`src/rtl/tone_pkg.sv`:
```
package tone_pkg;
  localparam int NCH   = 3;
  localparam int PER_W = 6;
  localparam int AMP_W = 5;
  localparam logic [7:0] ADDR_BASE = 8'hF8;
  localparam logic [7:0] ADDR_CTRL = 8'hFB;
  localparam logic [PER_W-1:0] PER_STOP = '1;

  // control register: bit 1 audible, bit 0 xor mode
  typedef struct packed {
    logic aud;
    logic xmod;
  } ctrl_t;

  function automatic int unsigned ch_weight(input int unsigned idx);
    return 4 + 2 * idx;
  endfunction

  function automatic int unsigned amp_max();
    int unsigned s;
    s = 0;
    for (int unsigned i = 0; i < NCH; i++) s += ch_weight(i);
    return s;
  endfunction
endpackage

```
`src/rtl/tone_prescaler.sv`:
```
module tone_prescaler #(
  parameter int unsigned DIV = 512
) (
  input  logic clk_i,
  input  logic rst_ni,
  output logic tick_o
);
  localparam int unsigned CW = (DIV > 1) ? $clog2(DIV) : 1;

  logic [CW-1:0] cnt_q, cnt_d;
  logic          wrap;

  assign wrap = (cnt_q == CW'(DIV - 1));

  always_comb begin
    cnt_d = wrap ? '0 : cnt_q + 1'b1;
  end

  always_ff @(posedge clk_i or negedge rst_ni) begin
    if (!rst_ni) cnt_q <= '0;
    else         cnt_q <= cnt_d;
  end

  assign tick_o = wrap;
endmodule

```
`src/rtl/tone_channel.sv`:
```
module tone_channel
  import tone_pkg::*;
(
  input  logic             clk_i,
  input  logic             rst_ni,
  input  logic             tick_i,
  input  logic             wr_i,
  input  logic [PER_W-1:0] wr_data_i,
  output logic             sq_o
);
  logic [PER_W-1:0] per_q, per_d, cnt_q, cnt_d;
  logic [PER_W:0]   limit, cnt_nx;
  logic             sq_q, sq_d;
  logic             per_en, cnt_en, sq_en, frozen, expire;

  always_comb begin
    limit  = {1'b0, PER_STOP} - {1'b0, per_q};
    cnt_nx = {1'b0, cnt_q} + 1'b1;
    frozen = (per_q == PER_STOP);
    expire = tick_i && !frozen && (cnt_nx >= limit);
    per_en = wr_i;
    per_d  = wr_data_i;
    cnt_en = tick_i && !frozen;
    cnt_d  = expire ? '0 : cnt_nx[PER_W-1:0];
    sq_en  = expire;
    sq_d   = ~sq_q;
  end

  always_ff @(posedge clk_i or negedge rst_ni) begin
    if (!rst_ni) begin
      per_q <= '0;
      cnt_q <= '0;
      sq_q  <= 1'b0;
    end else begin
      if (per_en) per_q <= per_d;
      if (cnt_en) cnt_q <= cnt_d;
      if (sq_en)  sq_q  <= sq_d;
    end
  end

  assign sq_o = sq_q;

  AST_SQ_ONLY_ON_TICK: assert property (@(posedge clk_i) disable iff (!rst_ni)
    !tick_i |=> $stable(sq_o)) else $error("square moved without tick");

  AST_FROZEN_HOLD: assert property (@(posedge clk_i) disable iff (!rst_ni)
    (per_q == PER_STOP) |=> $stable(sq_o)) else $error("frozen channel moved");
endmodule

```
`src/rtl/tone_mixer.sv`:
```
module tone_mixer
  import tone_pkg::*;
(
  input  logic             clk_i,
  input  logic             rst_ni,
  input  logic [NCH-1:0]   sq_i,
  input  ctrl_t            ctrl_i,
  output logic [NCH-1:0]   tone_o,
  output logic [AMP_W-1:0] amp_o
);
  logic [NCH-1:0]   mod, gated, tone_q;
  logic [AMP_W-1:0] amp_d, amp_q;

  for (genvar i = 0; i < NCH; i++) begin : g_mod
    if (i < NCH - 1) begin : g_pair
      assign mod[i] = ctrl_i.xmod ? (sq_i[i] ^ sq_i[i+1]) : sq_i[i];
    end else begin : g_last
      assign mod[i] = sq_i[i];
    end
  end

  always_comb begin
    gated = mod & {NCH{ctrl_i.aud}};
    amp_d = '0;
    for (int i = 0; i < NCH; i++) begin
      if (gated[i]) amp_d = amp_d + AMP_W'(ch_weight(i));
    end
  end

  always_ff @(posedge clk_i or negedge rst_ni) begin
    if (!rst_ni) begin
      tone_q <= '0;
      amp_q  <= '0;
    end else begin
      tone_q <= gated;
      amp_q  <= amp_d;
    end
  end

  assign tone_o = tone_q;
  assign amp_o  = amp_q;

  AST_MUTE_SILENT: assert property (@(posedge clk_i) disable iff (!rst_ni)
    !ctrl_i.aud |=> (amp_o == '0 && tone_o == '0)) else $error("sound while muted");

  AST_LAST_PASS: assert property (@(posedge clk_i) disable iff (!rst_ni)
    ctrl_i.aud |=> (tone_o[NCH-1] == $past(sq_i[NCH-1]))) else $error("last channel altered");

  AST_AMP_RANGE: assert property (@(posedge clk_i) disable iff (!rst_ni)
    32'(amp_o) <= amp_max()) else $error("amplitude out of range");
endmodule

```
`src/rtl/tone_trio.sv`:
```
module tone_trio
  import tone_pkg::*;
#(
  parameter int unsigned PRESCALE = 512
) (
  input  logic             clk_i,
  input  logic             rst_ni,
  input  logic             wr_en_i,
  input  logic [7:0]       wr_addr_i,
  input  logic [7:0]       wr_data_i,
  output logic [NCH-1:0]   tone_o,
  output logic [AMP_W-1:0] amp_o
);
  logic [1:0]     rsync_q;
  logic           rst_int_n;
  logic           tick;
  logic [NCH-1:0] sq;
  logic           ctrl_hit;
  ctrl_t          ctrl_q, ctrl_d;

  // reset: asserted asynchronously, released after two clocks
  always_ff @(posedge clk_i or negedge rst_ni) begin
    if (!rst_ni) rsync_q <= '0;
    else         rsync_q <= {rsync_q[0], 1'b1};
  end
  assign rst_int_n = rsync_q[1];

  tone_prescaler #(.DIV(PRESCALE)) presc_i (
    .clk_i  (clk_i),
    .rst_ni (rst_int_n),
    .tick_o (tick)
  );

  for (genvar i = 0; i < NCH; i++) begin : g_ch
    logic hit;
    assign hit = wr_en_i && (wr_addr_i == ADDR_BASE + 8'(i));
    tone_channel ch_i (
      .clk_i     (clk_i),
      .rst_ni    (rst_int_n),
      .tick_i    (tick),
      .wr_i      (hit),
      .wr_data_i (wr_data_i[PER_W-1:0]),
      .sq_o      (sq[i])
    );
  end

  always_comb begin
    ctrl_hit = wr_en_i && (wr_addr_i == ADDR_CTRL);
    ctrl_d   = ctrl_t'(wr_data_i[1:0]);
  end

  always_ff @(posedge clk_i or negedge rst_int_n) begin
    if (!rst_int_n)    ctrl_q <= '0;
    else if (ctrl_hit) ctrl_q <= ctrl_d;
  end

  tone_mixer mix_i (
    .clk_i  (clk_i),
    .rst_ni (rst_int_n),
    .sq_i   (sq),
    .ctrl_i (ctrl_q),
    .tone_o (tone_o),
    .amp_o  (amp_o)
  );

  AST_CTRL_DECODE: assert property (@(posedge clk_i) disable iff (!rst_int_n)
    !(wr_en_i && wr_addr_i == ADDR_CTRL) |=> $stable(ctrl_q)) else $error("control changed without write");
endmodule

```
`config.mk`:
```
export PLATFORM = sky130hd
export DESIGN_NAME = tone_trio
export DESIGN_NICKNAME = d
export VERILOG_FILES = /design/src/rtl/tone_pkg.sv /design/src/rtl/tone_prescaler.sv /design/src/rtl/tone_channel.sv /design/src/rtl/tone_mixer.sv /design/src/rtl/tone_trio.sv
export SDC_FILE = /design/constraint.sdc
export NUM_CORES = 1
export LEC_CHECK = 0
export ABC_CLOCK_PERIOD_IN_PS = 2260
export BUFFER_PORTS_ARGS = -buffer_cell sky130_fd_sc_hd__buf_2
export CAP_MARGIN = 20
export CELL_PAD_IN_SITES_DETAIL_PLACEMENT = 1
export CELL_PAD_IN_SITES_GLOBAL_PLACEMENT = 1
export CORE_UTILIZATION = 35
export CTS_BUF_LIST = sky130_fd_sc_hd__clkbuf_8
export CTS_CLUSTER_DIAMETER = 80
export DETAILED_ROUTE_END_ITERATION = 10
export PLACE_DENSITY = 0.7
export SETUP_SLACK_MARGIN = 0.2
export SLEW_MARGIN = 20
export SYNTH_ARGS = -nofsm -noshare
export SYNTH_HDL_FRONTEND = slang
export SYNTH_SLANG_ARGS = --single-unit
```
`constraint.sdc`:
```
create_clock -name clk_i -period 2.26 [get_ports clk_i]
set_clock_uncertainty 0.1 [all_clocks]
set_input_delay 0.226 -clock clk_i [delete_from_list [all_inputs] [get_ports clk_i]]
set_output_delay 0.226 -clock clk_i [all_outputs]
set_load 0.1 [all_outputs]
```
* Yosys cells after proc, flatten, opt, wreduce, memory -nomap -nowiden
Index checks and enable logic that the tools add are counted.
** Cells by class
- $add $sub $neg :: 9
- $lt $le $gt $ge :: 3
- Eq/ne operators :: 8
- Mux-type cells :: 9
- Bitwise logic cells :: 6
- Reduce and logical (&&, ||, !) cells :: 13
** Operators by type and width (count)
- equality test 8 bit, second input constant :: 4
- adder 6 x 1 -> 7 bit, second input constant :: 3
- greater-or-equal comparator 7 bit :: 3
- subtractor 6 x 6 -> 7 bit, first input constant :: 3
- equality test 6 bit, second input constant :: 3
- 2-to-1 mux 6 bit :: 3
- logical AND 1 bit :: 10
- 2-to-1 mux 5 bit :: 2
- adder 9 x 1 -> 9 bit, second input constant :: 1
- equality test 9 bit, second input constant :: 1
- 2-to-1 mux 9 bit :: 1
- adder 5 x 4 -> 5 bit, second input constant :: 1
- adder 3 x 3 -> 4 bit, second input constant :: 1
- bitwise AND 3 bit :: 1
- zero test 1 bit :: 3
- 2-to-1 mux 3 bit :: 1
- NOT 1 bit :: 3
- 2-to-1 mux 1 bit :: 2
- bitwise XOR 1 bit :: 2
** Word-level totals
- Register bits :: 60
- Output and inout port bits :: 8

* Depth between registers and ports, before layout
Gate-level depths: netlist of run 1.
- Depth in word-level cells :: 8
- Mapped depth :: 9

* By module
A second synthesis of run 1 with hierarchy kept.
** Unflattened totals
- Cell total of the unflattened synthesis :: 271
- Area, all modules :: 3074.2 µm²
** By module, submodules not included
- tone_channel (g_ch[0].ch_i ...) :: times used 2, cells each 67, area each 752.0 µm², seq. area each 325.3 µm²
- tone_channel (g_ch[2].ch_i) :: times used 1, cells each 66, area each 747.0 µm², seq. area each 325.3 µm²
- tone_prescaler :: times used 1, cells each 37, area each 401.6 µm², seq. area each 225.2 µm²
- tone_mixer :: times used 1, cells each 20, area each 249.0 µm², seq. area each 150.1 µm²
- tone_trio :: times used 1, cells each 14, area each 172.7 µm², seq. area each 100.1 µm²

* Worst setup path before layout of run 1
Ideal clock, no wire load.
- Path kind :: register to register
- From :: register g_ch[2].ch_i.cnt_q[0]
- To :: register g_ch[2].ch_i.cnt_q[1]
- Arrival :: 2.055 ns
- Required time :: 2.094 ns
- Slack :: 0.039 ns
- Cell stages (with the launch flop) :: 10
- Path buffers :: 0
- Clock period less this slack :: 2.221 ns
- Path through :: dfrtp_1 -> ha_1 -> nand3_1 -> xnor2_1 -> ha_1 -> a21oi_1 -> o221ai_1 -> a41oi_1 -> nor2b_1 -> a22o_1
** Between the ends
- Cells in the longest elaborated chain, start to end :: 4
** RTL lines
- start: declaration :: RTL line tone_channel.sv:11 : logic [PER_W-1:0] per_q, per_d, cnt_q, cnt_d;
- start signal: assignment :: RTL line tone_channel.sv:36 : if (cnt_en) cnt_q <= cnt_d;
- adder 6 x 1 -> 7 bit * :: RTL line tone_channel.sv:18 : cnt_nx = {1'b0, cnt_q} + 1'b1;
- greater-or-equal comparator 7 bit :: RTL line tone_channel.sv:20 : expire = tick_i && !frozen && (cnt_nx >= limit);
- logical AND 1 bit :: RTL line tone_channel.sv:20
- 2-to-1 mux 6 bit * :: RTL line tone_channel.sv:24 : cnt_d = expire ? '0 : cnt_nx[PER_W-1:0];
Every way passes the cells marked *; elsewhere a longest branch is shown, timed or not.
A chain may end at the register's enable or synchronous reset.

* Worst setup path after layout of run 1
- From :: register g_ch[0].ch_i.cnt_q[1]
- To :: register g_ch[0].ch_i.sq_q
** Between the ends
- Cells in the longest elaborated chain, start to end :: 3
** RTL lines
- start: declaration :: RTL line tone_channel.sv:11
- start signal: assignment :: RTL line tone_channel.sv:36
- adder 6 x 1 -> 7 bit :: RTL line tone_channel.sv:18
- greater-or-equal comparator 7 bit :: RTL line tone_channel.sv:20
- logical AND 1 bit :: RTL line tone_channel.sv:20
- end signal: assignment :: RTL line tone_channel.sv:37 : if (sq_en) sq_q <= sq_d;
- end: declaration :: RTL line tone_channel.sv:13 : logic sq_q, sq_d;
Every way passes these cells.

==> results.md, run 1 <==
Synth:
- The post-synthesis cell count is 268.
- Summing the areas of all compound-gate instances in the mapped netlist gives 9.16% of the synthesized area.
- The simple-gate share of the synthesized area is 15.2%.
- The distinct cell type count of the synthesized netlist is 29.
- The fraction of synthesized cell area taken by the top area cell type is 49.2%.
- The library cell with the largest summed area after synthesis is sky130_fd_sc_hd__dfrtp_1.
- After synthesis, flip-flops and latches occupy 49.2% of the total area.
- The number of enable flip-flop cells after synthesis is 0.
- The cell area after synthesis is 0.00295 mm².
- The warning count from the yosys run is 0.
- The synthesized-area fraction occupied by xor and xnor cells is 6.24%.
- After synthesis, the largest family of logic cells by area is simple AND/OR/NAND/NOR gates.
- By count the netlist is led by sky130_fd_sc_hd__dfrtp_1 (58), sky130_fd_sc_hd__nand2_1 (28), sky130_fd_sc_hd__ha_1 (25).
- In the synthesized netlist, mux cells make up 6.87% of the area.
- The adder-cell share of the synthesized area is 10.6%.
- The async set or reset register ratio after synthesis is 100%.
- The primary flip-flop cell chosen by synthesis mapping is sky130_fd_sc_hd__dfrtp_1.
- The average footprint of a synthesized cell is 11.0 µm².
- The post-synthesis sequential element count is 58.
- The number of nets handed over by synthesis was 312.
- By instance count, the leading cell after synthesis is sky130_fd_sc_hd__dfrtp_1.
- Sorting the synthesized cells by area gives the leading types as sky130_fd_sc_hd__dfrtp_1 (49%), sky130_fd_sc_hd__ha_1 (11%), sky130_fd_sc_hd__mux2_2 (6.9%).

Pwr:
- Dividing total power by cell area gives a power density of 543 mW/mm².
- In this run the static leakage power is 0.00197 µW.
- The maximum vdd drop is 0.402 mV.

Job:
- The max-capacitance violation count is 0.

GRT:
- The global routing usage summed across all routing layers is 17.5%.
- The via count of the first global-routing pass is 2406.
- The total overflow reported by the global router is 0.
- Entering global routing, the biggest net connects 57 pins.
- The wire length of the first global-routing pass is 11500 µm.
- The initial antenna violation count was 0.

Hold path:
- The worst hold endpoint is g_ch[1].ch_i.per_q[0].
- The hold-critical path depth is 3.
- The worst hold path startpoint is wr_data_i[0].
- The worst hold path class is input pin to flop.

Timing:
- The shortest clock period the worst path allows after layout is 2.30 ns.
- The final hold violation count is 0.
- Setup violations remaining at the end of the flow were counted as 1.
- Setup repair after global routing could not meet its margin everywhere.
- The total count of max-transition violations in the final report is 0.
- In this run the tightest slew margin relative to its limit is 66.6%.
- Timing would allow up to 435 MHz.
- The setup TNS is -0.0395 ns.
- The period utilization is 102%.
- In the post-route analysis, the smallest setup slack over all paths is -0.0395 ns.
- At the pin with the least slew margin, the transition time is 0.499 ns.

Critical path:
- The largest individual stage delay along the critical path comes from the cell sky130_fd_sc_hd__dfrtp_1.
- The endpoint required time on the critical path is 2.39 ns.
- In this run the critical register-to-register path is launched from g_ch[0].ch_i.cnt_q[1].
- The class of the most critical setup path is flop to flop.
- The category of the worst setup path launch point is a flop.
- The count of buffer and inverter cells on the critical path is 1.
- The number of cells on the worst reg-to-reg path is 10.
- The type of destination of the critical path is a flop.
- The worst register-to-register path ends at g_ch[0].ch_i.sq_o.
- STA puts the critical path data arrival time at 2.43 ns.
- In this run the register-to-register setup slack is -0.04 ns.
- The signal on the critical path passes through ha_4 > nand3_4 > xnor2_4 > ha_4 > a21oi_2 > o221ai_2 > a41oi_2 > buf_4 > nor2_4 > xor2_1.
- The most numerous cell type found on the critical path is sky130_fd_sc_hd__ha_4.
- The largest single stage delay on the critical path is 0.42 ns.
- The family with the most delay on the worst path is compound AO/OA/AOI/OAI gates.
- Along the worst path, the maximum fanout reaches 4.

Clock network:
- The root buffer cell is sky130_fd_sc_hd__clkbuf_8.
- The number of levels the H-tree was split into is 3.
- TritonCTS built the clock tree.
- CTS saw 58 sinks.
- The clock reaches the later pin of the worst-skew pair after 0.35 ns.
- The maximum clock insertion buffer count is 2.
- The clock slew seen by the registers of the worst setup and hold paths is 0.07 ns.
- Clock tree synthesis inserted a total of 9 buffers.

Floorplanning:
- The die is 93.8 µm wide.
- The overall die height is 93.8 µm.
- The core region is 0.00818 mm².
- The die covers 0.00880 mm².
- The starting density of the core is 36.1%.
- The number of top-level pins is 27.
- The number of rows created at floorplan is 33.

Placement:
- The placement-stage cell area is 0.00347 mm².
- The count of buffers from port buffering is 23.
- The final weighted congestion in routability-driven placement is 0.756.
- The half-perimeter wire length after detailed placement is 4590 µm.

Finish:
- 0 antenna diodes ended up in the layout.
- Cells fill 48.6% of the core in the end.
- The count of fill cells added during filler insertion is 886.
- The fraction of final layout cells sized beyond drive strength 1 is 40.2%.
- The final layout net count is 377.
- The total area of multi-input combinational cells is 0.00173 mm².
- The area of all placed cells without fillers is 0.00397 mm².
- The sequential cell area in the final layout is 0.00146 mm².
- Relative to the synthesized area, the layout overhead comes to 34.7%.

Route:
- In the routed layout, each cell is associated on average with a via count of 5.06.
- The number of DRC markers in iteration 0 is 34.
- The total number of vias is 2240.
- The final routed DRC violation total is 0.
- The iteration count of the initial detailed-routing pass is 4.
- The number of routed nets with antenna violations is 0.
- The total routed wirelength is 6850 µm.
- In the final routed layout, each cell accounts on average for 15.5 µm.

Status:
- The flow ran to the end, but the final reports show violations.
- The final reports fail on setup timing.
[sequential cells by signal, indices dropped and copies added, names as in the netlist]
register,count
mix_i.amp_o,3
g_ch.ch_i.cnt_q,18
g_ch.ch_i.sq_o,3
presc_i.cnt_q,9
ctrl_q,2
g_ch.ch_i.per_q,18
rsync_q,2
mix_i.tone_o,3
[metrics by stage]
stage / power (µW) / hold slack, ns / worst slack [ns] / cells
detailed placement: 1190 / -0.0874 / -0.0237 / 410
floorplan: 1140 / -0.170 / 0.170 / 268
global route: 2250 / 0.0504 / -0.114 / 443
CTS: 2180 / 0.0535 / 0.00296 / 436
global placement: 1190 / -0.0889 / 0.0180 / 410
finish: 2160 / 0.0551 / -0.0395 / 443
[metal layers]
metal	track usage (%)	part of all wire [%]
met5	0	0
met3	5.18	3.2
met2	30.4	53
met4	6.15	1.6
met1	20.5	42
[cells in the final DEF (no fill, tap or decap), types with 3 or more instances in the layout]
| master | instances |
|---|---|
| sky130_fd_sc_hd__a21oi_1 | 5 |
| sky130_fd_sc_hd__a22o_1 | 10 |
| sky130_fd_sc_hd__a41oi_2 | 3 |
| sky130_fd_sc_hd__and2_1 | 3 |
| sky130_fd_sc_hd__and3_1 | 3 |
| sky130_fd_sc_hd__buf_2 | 23 |
| sky130_fd_sc_hd__buf_4 | 35 |
| sky130_fd_sc_hd__clkbuf_8 | 11 |
| sky130_fd_sc_hd__dfrtp_1 | 52 |
| sky130_fd_sc_hd__dfrtp_2 | 6 |
| sky130_fd_sc_hd__ha_1 | 20 |
| sky130_fd_sc_hd__ha_4 | 5 |
| sky130_fd_sc_hd__inv_1 | 14 |
| sky130_fd_sc_hd__mux2_2 | 18 |
| sky130_fd_sc_hd__nand2_1 | 28 |
| sky130_fd_sc_hd__nand3_1 | 10 |
| sky130_fd_sc_hd__nand3_4 | 4 |
| sky130_fd_sc_hd__nand4_1 | 4 |
| sky130_fd_sc_hd__nor2_1 | 8 |
| sky130_fd_sc_hd__nor2b_1 | 7 |
| sky130_fd_sc_hd__nor2b_4 | 3 |
| sky130_fd_sc_hd__nor3b_1 | 3 |
| sky130_fd_sc_hd__o21ai_0 | 7 |
| sky130_fd_sc_hd__o21ai_1 | 5 |
| sky130_fd_sc_hd__o21ai_2 | 6 |
| sky130_fd_sc_hd__o221ai_2 | 3 |
| sky130_fd_sc_hd__xnor2_1 | 7 |
| sky130_fd_sc_hd__xnor2_2 | 3 |
| sky130_fd_sc_hd__xor2_1 | 9 |
[worst max-delay path by stage]
stage,startpoint,depth (start not counted),slack [ns],end
finish,g_ch[0].ch_i.cnt_q[1],10,-0.04,g_ch[0].ch_i.sq_o
global placement,g_ch[0].ch_i.cnt_q[1],10,0.02,g_ch[0].ch_i.cnt_q[1]
global route,g_ch[0].ch_i.cnt_q[1],10,-0.11,g_ch[0].ch_i.sq_o
CTS,g_ch[1].ch_i.cnt_q[0],9,0.003,g_ch[1].ch_i.cnt_q[3]
detailed placement,g_ch[2].ch_i.cnt_q[1],9,-0.02,g_ch[2].ch_i.cnt_q[5]
floorplan,g_ch[2].ch_i.cnt_q[0],9,0.17,g_ch[2].ch_i.cnt_q[1]
[kinds of logic after synthesis]
| kind of cell | count (synthesis) |
|---|---|
| fa+ha+maj | 25 |
| simple gates | 85 |
| compound gates | 42 |
| mux | 18 |
| flops | 58 |
| other cells | 2 |
| xor+xnor | 21 |
| buf+inv | 17 |
[layout make-up]
type	instances	share of cell area (%)
Multi-Input combinational cell	193	43.7
Sequential cell	58	36.7
Timing Repair Buffer	60	10.3
Clock buffer	11	3.81
Tap cell	105	3.31
Clock inverter	5	1.17
Inverter	11	1.04
[power breakdown]
| group | switching [µW] | internal [µW] | total, µW |
|---|---|---|---|
| clock network | 422 | 556 | 977 |
| registers | 17.7 | 1060 | 1080 |
| logic | 59.2 | 43.1 | 102 |
[tightest hold or removal path, cell delays in order]
cell                      delay (ns)
sky130_fd_sc_hd__buf_2          0.12
sky130_fd_sc_hd__nand2_1        0.05
sky130_fd_sc_hd__o21ai_0        0.06
[timing repair]
action                     4_1_cts  5_1_grt
hold endpoints to repair         2        0
gates cloned                     0        0
hold buffers                     1        0
pin swaps                       18       15
setup endpoints to repair       21       21
buffers inserted                 9        7
gates resized for setup         20       20
(Power assumes the default switching activity.)
==> inputs of run 2 (changes only) <==
PLACE_DENSITY = not set   (was 0.7)
PLACE_DENSITY_LB_ADDON = 0.08   (was not set)
==> results.md, run 2 (synthesis results as in run 1) <==
Status:
- The run finished with clean final reports.

Timing:
- The final worst slack is 0.0567 ns (+0.0963 ns).
- The final hold violation count is 0 (unchanged).
- The top achievable clock speed was 454 MHz (+4.4%).
- The number of endpoints failing setup at the final stage was 0 (-1).
- Setup repair after global routing could not meet its margin everywhere.
- The setup TNS is 0 ns (+0.0395 ns).
- The slew at the pin closest to its max-slew limit is 0.552 ns (+0.0524 ns).
- The shortest clock period the worst path allows after layout is 2.20 ns (-0.0963 ns).
- The period utilization came to 97.5% (-4.3 points).
- The max-slew headroom at the worst pin came to 63.2% (-3.4 points).
- The total count of max-transition violations in the final report is 0 (unchanged).

Pwr:
- The net switching power of the design was 510 µW (+2.3%).
- The maximum vdd drop came to 0.356 mV (-11%).
- The relative contribution of combinational cells to total power is 4.5% (-0.2 points).
- The leakage power total is 0.00203 µW (+3.0%).
- The fraction of power consumed by sequential logic was 46.3% (-3.6 points).
- The total power per unit cell area was 568 mW/mm² (+4.7%).
- The fraction of power spent switching nets was 22.0% (-1.2 points).
- The cell-internal power is 1810 µW (+9.3%).
- The clock power share was 49.2% (+3.9 points).

Floorplanning:
- The number of rows created at floorplan came to 33 (unchanged).
- The width of the die was 93.8 µm (unchanged).
- The overall die height is 93.8 µm (unchanged).
- The starting density of the core is 36.1% (unchanged).
- The number of top-level pins is 27 (unchanged).
- The area of the core region was 0.00818 mm² (unchanged).
- The floorplan die area is 0.00880 mm² (unchanged).

Finish:
- The final layout net count is 383 (+1.6%).
- The most frequent standard cell in the layout excluding fill and tap cells is sky130_fd_sc_hd__dfrtp_1.
- The top cell types in the final layout, fill and taps aside, are sky130_fd_sc_hd__dfrtp_1 (51), sky130_fd_sc_hd__buf_4 (39), sky130_fd_sc_hd__nand2_1 (28).
- The fraction of final layout cells sized beyond drive strength 1 was 44.8% (+4.5 points).
- The post-route core utilization is 50.0% (+1.4 points).
- In the final layout, the registers with the most flip-flops are g_ch.ch_i.cnt_q x18, g_ch.ch_i.per_q x18, presc_i.cnt_q x9.
- Compared with the post-synthesis result, the final layout area differs by 38.5%.
- The non-filler instance count after layout is 449 (+1.4%).
- The diode insertion count for antenna repair is 0 (unchanged).

Clock network:
- The number of levels the H-tree was split into is 3 (unchanged).
- The clock slew seen by the registers of the worst setup and hold paths came to 0.07 ns (about the same).
- The root buffer cell is sky130_fd_sc_hd__clkbuf_8.
- The maximum clock insertion buffer count is 2 (unchanged).
- The total clock buffers created by CTS was 9 (unchanged).
- The number of sinks on the clock net was 58 (unchanged).
- The clock latency on the worst-skew pair is 0.33 ns (-0.02 ns).
- TritonCTS built the clock tree.

Critical path:
- The critical path goes through ha_4 > nand3_4 > xnor2_2 > ha_1 > a21oi_2 > o221ai_2 > a41oi_2 > buf_4 > nor2_4 > xor2_1.
- The biggest fanout along the worst timing path is 4 (unchanged).
- The arrival time of the worst setup path is 2.32 ns (-0.11 ns).
- The endpoint required time on the critical path is 2.38 ns (about the same).
- In this design, the largest share of critical-path delay is due to compound AO/OA/AOI/OAI gates.
- The count of buffer and inverter cells on the critical path is 1 (unchanged).
- STA classifies the critical path endpoint as a flop.
- The slowest library cell on the worst path is sky130_fd_sc_hd__dfrtp_2.
- The category of the worst setup path launch point is a flop.
- The delay contributed by the slowest stage of the critical path was 0.41 ns (about the same).
- The worst setup path is of the flop to flop kind.

Route:
- The number of DRC markers in iteration 0 is 34 (unchanged).
- The number of routed nets with antenna violations is 0 (unchanged).
- The final routed DRC violation total came to 0 (unchanged).
- The iteration count of the initial detailed-routing pass is 3 (-1).
- The routed length per instance was 15.5 µm (+0.51%).
- The total routed wirelength is 6980 µm (+1.9%).
- The total number of vias is 2220 (-0.89%).
- The via density per instance is 4.94 (-2.2%).

GRT:
- The via count of the first global-routing pass came to 2311 (-3.9%).
- The largest net degree at the start of global routing is 57 (unchanged).
- The initial antenna violation count is 0 (unchanged).
- The total overflow reported by the global router is 0 (unchanged).
- The global routing usage summed across all routing layers was 17.2% (-0.33 points).
- The wire length of the first global-routing pass is 11300 µm (-1.6%).

Hold path:
- The path class of the tightest hold or removal check is input pin to flop.

Placement:
- The half-perimeter wire length after detailed placement is 4720 µm (+2.7%).
- The count of buffers from port buffering is 23 (unchanged).
- The number of cells in the design after placement is 413 (+0.73%).
- The final weighted congestion in routability-driven placement is 0.708 (-6.2%).
- The worst setup slack after placement is -0.0306 ns (-0.00696 ns).

Job:
- The max-capacitance violation count is 0 (unchanged).
[run 2: changes by cell type in the layout (fill, tap and decap cells not counted), moves of 2 or more]
cell,delta
sky130_fd_sc_hd__o21ai_0,-2
sky130_fd_sc_hd__nand3_1,-2
sky130_fd_sc_hd__xnor2_2,+2
sky130_fd_sc_hd__buf_4,+4
sky130_fd_sc_hd__nand3_2,+3
sky130_fd_sc_hd__inv_1,-4
sky130_fd_sc_hd__buf_6,+2
sky130_fd_sc_hd__o21ai_2,+3
[run 2: metrics by stage]
step / hold WS, ns / total power [µW] / instance area (µm²)
final: 0.0746 / 2320 / 4080
after global routing: 0.0766 / 2420 / 4080
after CTS: 0.0617 / 2360 / 3890
after detailed placement: -0.0859 / 1190 / 3490
after global placement: -0.0879 / 1190 / 3490
after floorplan: -0.170 / 1140 / 3090
[run 2: path summary, 6_finish.rpt]
check,cells past startpoint,end,from,slack [ns]
setup reg to reg,10,g_ch[2].ch_i.sq_o,g_ch[2].ch_i.cnt_q[0],0.06
max in group asynchronous,1,g_ch[2].ch_i.cnt_q[0],rsync_q[1],1.62
hold / removal,2,g_ch[2].ch_i.per_q[5],wr_data_i[5],0.07
min in group asynchronous,2,rsync_q[0],rst_ni,0.10
setup / recovery,10,g_ch[2].ch_i.sq_o,g_ch[2].ch_i.cnt_q[0],0.06
hold reg to reg,1,g_ch[1].ch_i.per_q[1],rsync_q[1],0.16
[run 2: power by group through the flow]
stage	registers [µW]	clock network, µW	logic (µW)
floorplan	1100	0	40.4
global placement	1090	0	96.0
detailed placement	1090	0	99.1
CTS	1070	1180	104
global route	1080	1220	116
finish	1070	1140	103
[run 2: layer usage]
layer | vias up | routed length (µm) | global-route usage [%]
met5 | - | 0 | 0
met4 | 0 | 116 | 6.92
met3 | 11 | 161 | 3.07
met2 | 27 | 3470 | 27.7
met1 | 1101 | 3230 | 22.8
li1 | 1081 | - | -
[run 2: layout make-up]
cell class	instances	area, µm²
Multi-Input combinational cell	193	1750
Tap cell	105	131
Clock inverter	4	72.6
Timing Repair Buffer	66	460
Fill cell	902	4090
Sequential cell	58	1460
Clock buffer	12	165
Inverter	11	41.3
[run 2: what timing repair did]
item / 4_1_cts / 5_1_grt
hold buffers: 1 / 0
resized for setup: 23 / 29
gates cloned: 0 / 0
pin swaps: 18 / 15
setup endpoints to repair: 21 / 21
endpoints found under the hold margin: 2 / 0
setup buffers: 12 / 7
==> inputs of run 3 (changes only) <==
CORE_MARGIN = 1.5   (was not set)
SETUP_SLACK_MARGIN = not set   (was 0.2)
==> results.md, run 3 (synthesis results as in run 1) <==
Critical path:
- The depth of the critical timing path with buffers and inverters included is 10 (unchanged).
- The count of buffer and inverter cells on the critical path is 1 (unchanged).
- The number of cells on the worst reg-to-reg path is 10 (unchanged).
- The critical path in this run is classified as flop to flop.
- For this design, the slowest cell found on the critical path is sky130_fd_sc_hd__dfrtp_1.
- STA classifies the critical path startpoint as a flop.
- The critical path goes through buf_6 > ha_4 > nand3_4 > xnor2_2 > ha_1 > a21oi_2 > o221ai_2 > a41oi_2 > nor2b_2 > a22o_1.
- The endpoint required time on the critical path is 2.43 ns (+0.05 ns).
- The biggest fanout along the worst timing path is 3 (-1).
- The delay contributed by the slowest stage of the critical path is 0.36 ns (-0.05 ns).
- Among cell families on the critical path, the largest total delay comes from compound AO/OA/AOI/OAI gates.
- The arrival time of the worst setup path was 2.43 ns (+0.11 ns).
- The worst setup path is captured at a flop.

Timing:
- The period utilization is 100% (+2.6 points).
- The max-slew headroom at the worst pin is 42.4% (-21 points).
- The final worst slack was -0.00155 ns (-0.0583 ns).
- The number of endpoints failing setup at the final stage is 1 (+1).
- The slew at the pin closest to its max-slew limit was 0.858 ns (+0.306 ns).
- The total count of max-transition violations in the final report is 0 (unchanged).
- The top achievable clock speed is 442 MHz (-2.6%).
- Setup repair after global routing could not meet its margin everywhere.
- The setup TNS was -0.00155 ns (-0.00155 ns).
- The shortest clock period the worst path allows after layout was 2.26 ns (+0.0583 ns).
- The final hold violation count was 0 (unchanged).
- The post-route worst hold slack is 0.0836 ns (+0.00902 ns).

Pwr:
- The fraction of power consumed by sequential logic is 47.8% (+1.5 points).
- The clock power share is 47.7% (-1.5 points).
- The maximum vdd drop was 0.355 mV (-0.37%).
- The fraction of power spent switching nets is 22.4% (+0.43 points).
- The net switching power of the design is 503 µW (-1.3%).
- The leakage power total is 0.00202 µW (-0.68%).
- The cell-internal power came to 1740 µW (-3.7%).
- The total power per unit cell area is 556 mW/mm² (-2.1%).
- The relative contribution of combinational cells to total power is 4.5% (about the same).

Finish:
- The largest registers in the layout are g_ch.ch_i.cnt_q x18, g_ch.ch_i.per_q x18, presc_i.cnt_q x9.
- The final layout net count is 383 (unchanged).
- The diode insertion count for antenna repair is 0 (unchanged).
- The post-synthesis to final-layout area growth is 36.9%.
- The fraction of final layout cells sized beyond drive strength 1 is 40.4% (-4.4 points).
- Leaving out fill and tap cells, the most frequent cells in the layout are sky130_fd_sc_hd__dfrtp_1 (57), sky130_fd_sc_hd__buf_4 (33), sky130_fd_sc_hd__nand2_1 (28).
- The library cell used most frequently in the layout, excluding fill and tap cells, is sky130_fd_sc_hd__dfrtp_1.

Floorplanning:
- The floorplan die area was 0.00899 mm² (+2.1%).
- The number of rows created at floorplan is 33 (unchanged).
- The overall die height is 94.8 µm (+1.1%).
- The width of the die was 94.8 µm (+1.1%).
- The starting density of the core is 36.1% (unchanged).
- The area of the core region is 0.00818 mm² (unchanged).
- The number of top-level pins is 27 (unchanged).

Route:
- The number of routed nets with antenna violations is 0 (unchanged).
- The iteration count of the initial detailed-routing pass is 4 (+1).
- The via density per instance is 4.94 (about the same).
- The routed length per instance is 15.4 µm (-0.65%).
- The total routed wirelength came to 6930 µm (-0.65%).
- The total number of vias is 2218 (-0.090%).
- The final routed DRC violation total is 0 (unchanged).
- The number of DRC markers in iteration 0 is 42 (+24%).

Clock network:
- The clock latency on the worst-skew pair was 0.33 ns (about the same).
- The root buffer cell is sky130_fd_sc_hd__clkbuf_8.
- The clock slew seen by the registers of the worst setup and hold paths is 0.07 ns (about the same).
- The total clock buffers created by CTS is 9 (unchanged).
- The number of sinks on the clock net is 58 (unchanged).
- The TritonCTS clock tree is done.
- The number of levels the H-tree was split into is 3 (unchanged).
- The maximum clock insertion buffer count is 2 (unchanged).

Placement:
- The final weighted congestion in routability-driven placement is 0.729 (+2.9%).
- The half-perimeter wire length after detailed placement is 4800 µm (+1.7%).
- The count of buffers from port buffering is 23 (unchanged).

GRT:
- The initial antenna violation count is 0 (unchanged).
- The largest net degree at the start of global routing came to 52 (-8.8%).
- The via count of the first global-routing pass is 2350 (+1.7%).
- The global routing usage summed across all routing layers was 16.3% (-0.92 points).
- The total overflow reported by the global router was 0 (unchanged).
- The wire length of the first global-routing pass is 11100 µm (-2.3%).

Hold path:
- The worst hold path class is input pin to flop.
- The hold-critical path depth came to 2 (unchanged).

Status:
- The checks that failed: setup timing.
- The flow ran to the end, but the final reports show violations.

Job:
- The max-capacitance violation count is 0 (unchanged).
-- run 3: cell count changes in the layout (fill, tap and decap cells not counted), moves of 2 or more --
| cell | change |
|---|---|
| sky130_fd_sc_hd__dfrtp_1 | +6 |
| sky130_fd_sc_hd__buf_6 | +4 |
| sky130_fd_sc_hd__o21ai_0 | +3 |
| sky130_fd_sc_hd__dlygate4sd3_1 | +2 |
| sky130_fd_sc_hd__o21ai_1 | +2 |
| sky130_fd_sc_hd__dfrtp_2 | -6 |
| sky130_fd_sc_hd__clkbuf_8 | -2 |
| sky130_fd_sc_hd__nand3_2 | -2 |
| sky130_fd_sc_hd__nand3_4 | +2 |
| sky130_fd_sc_hd__o21ai_2 | -5 |
| sky130_fd_sc_hd__buf_4 | -6 |
-- run 3: metrics by stage --
step / total power [µW] / cells / instance area, µm² / utilization, % / setup WS [ns]
2_1_floorplan: 1140 / 268 / 2950 / - / 0.0395
3_3_place_gp: 1180 / 419 / 3400 / 41.6 / -0.109
3_5_place_dp: 1180 / 419 / 3400 / 41.6 / -0.159
4_1_cts: 2280 / 438 / 3750 / 45.9 / 0.000460
5_1_grt: 2340 / 449 / 4040 / 49.4 / -0.132
6_report: 2250 / 449 / 4040 / 49.4 / -0.00155
-- run 3: worst paths after layout --
kind / from / to / slack (ns)
setup / recovery: g_ch[0].ch_i.cnt_q[0] / g_ch[0].ch_i.cnt_q[5] / -0.002
hold reg to reg: rsync_q[1] / g_ch[1].ch_i.per_q[3] / 0.18
min in group asynchronous: rst_ni / rsync_q[1] / 0.10
setup reg to reg: g_ch[0].ch_i.cnt_q[0] / g_ch[0].ch_i.cnt_q[5] / -0.002
hold / removal: wr_data_i[5] / g_ch[0].ch_i.per_q[5] / 0.08
max in group asynchronous: rsync_q[1] / g_ch[1].ch_i.per_q[1] / 1.34
-- run 3: routing by layer --
layer | vias up | routed length [µm] | GRT usage [%]
met5 | - | 0 | 0
met3 | 6 | 188 | 3.30
met4 | 0 | 63 | 6.47
li1 | 1086 | - | -
met1 | 1100 | 3160 | 20.7
met2 | 26 | 3510 | 27.0
-- run 3: final cells by class --
class,instances,area [µm²]
clock buffer,10,138
clock inverter,6,81.3
fill,894,4140
inverter,11,41.3
multi-input combinational,193,1710
sequential,58,1450
tap,105,131
timing repair buffer,66,480
-- run 3: power by group through the flow --
stage	clock network (µW)	registers, µW	logic [µW]
3_3_place_gp	0	1100	87.0
5_1_grt	1150	1080	114
3_5_place_dp	0	1100	89.6
6_report	1070	1070	101
4_1_cts	1110	1070	97.4
2_1_floorplan	0	1100	38.2
-- run 3: timing repair --
action	CTS	global route
endpoints found under the hold margin	5	0
setup endpoints to repair	20	19
pin swaps	2	19
buffers inserted	1	12
hold buffers	3	0
gates resized for setup	22	41
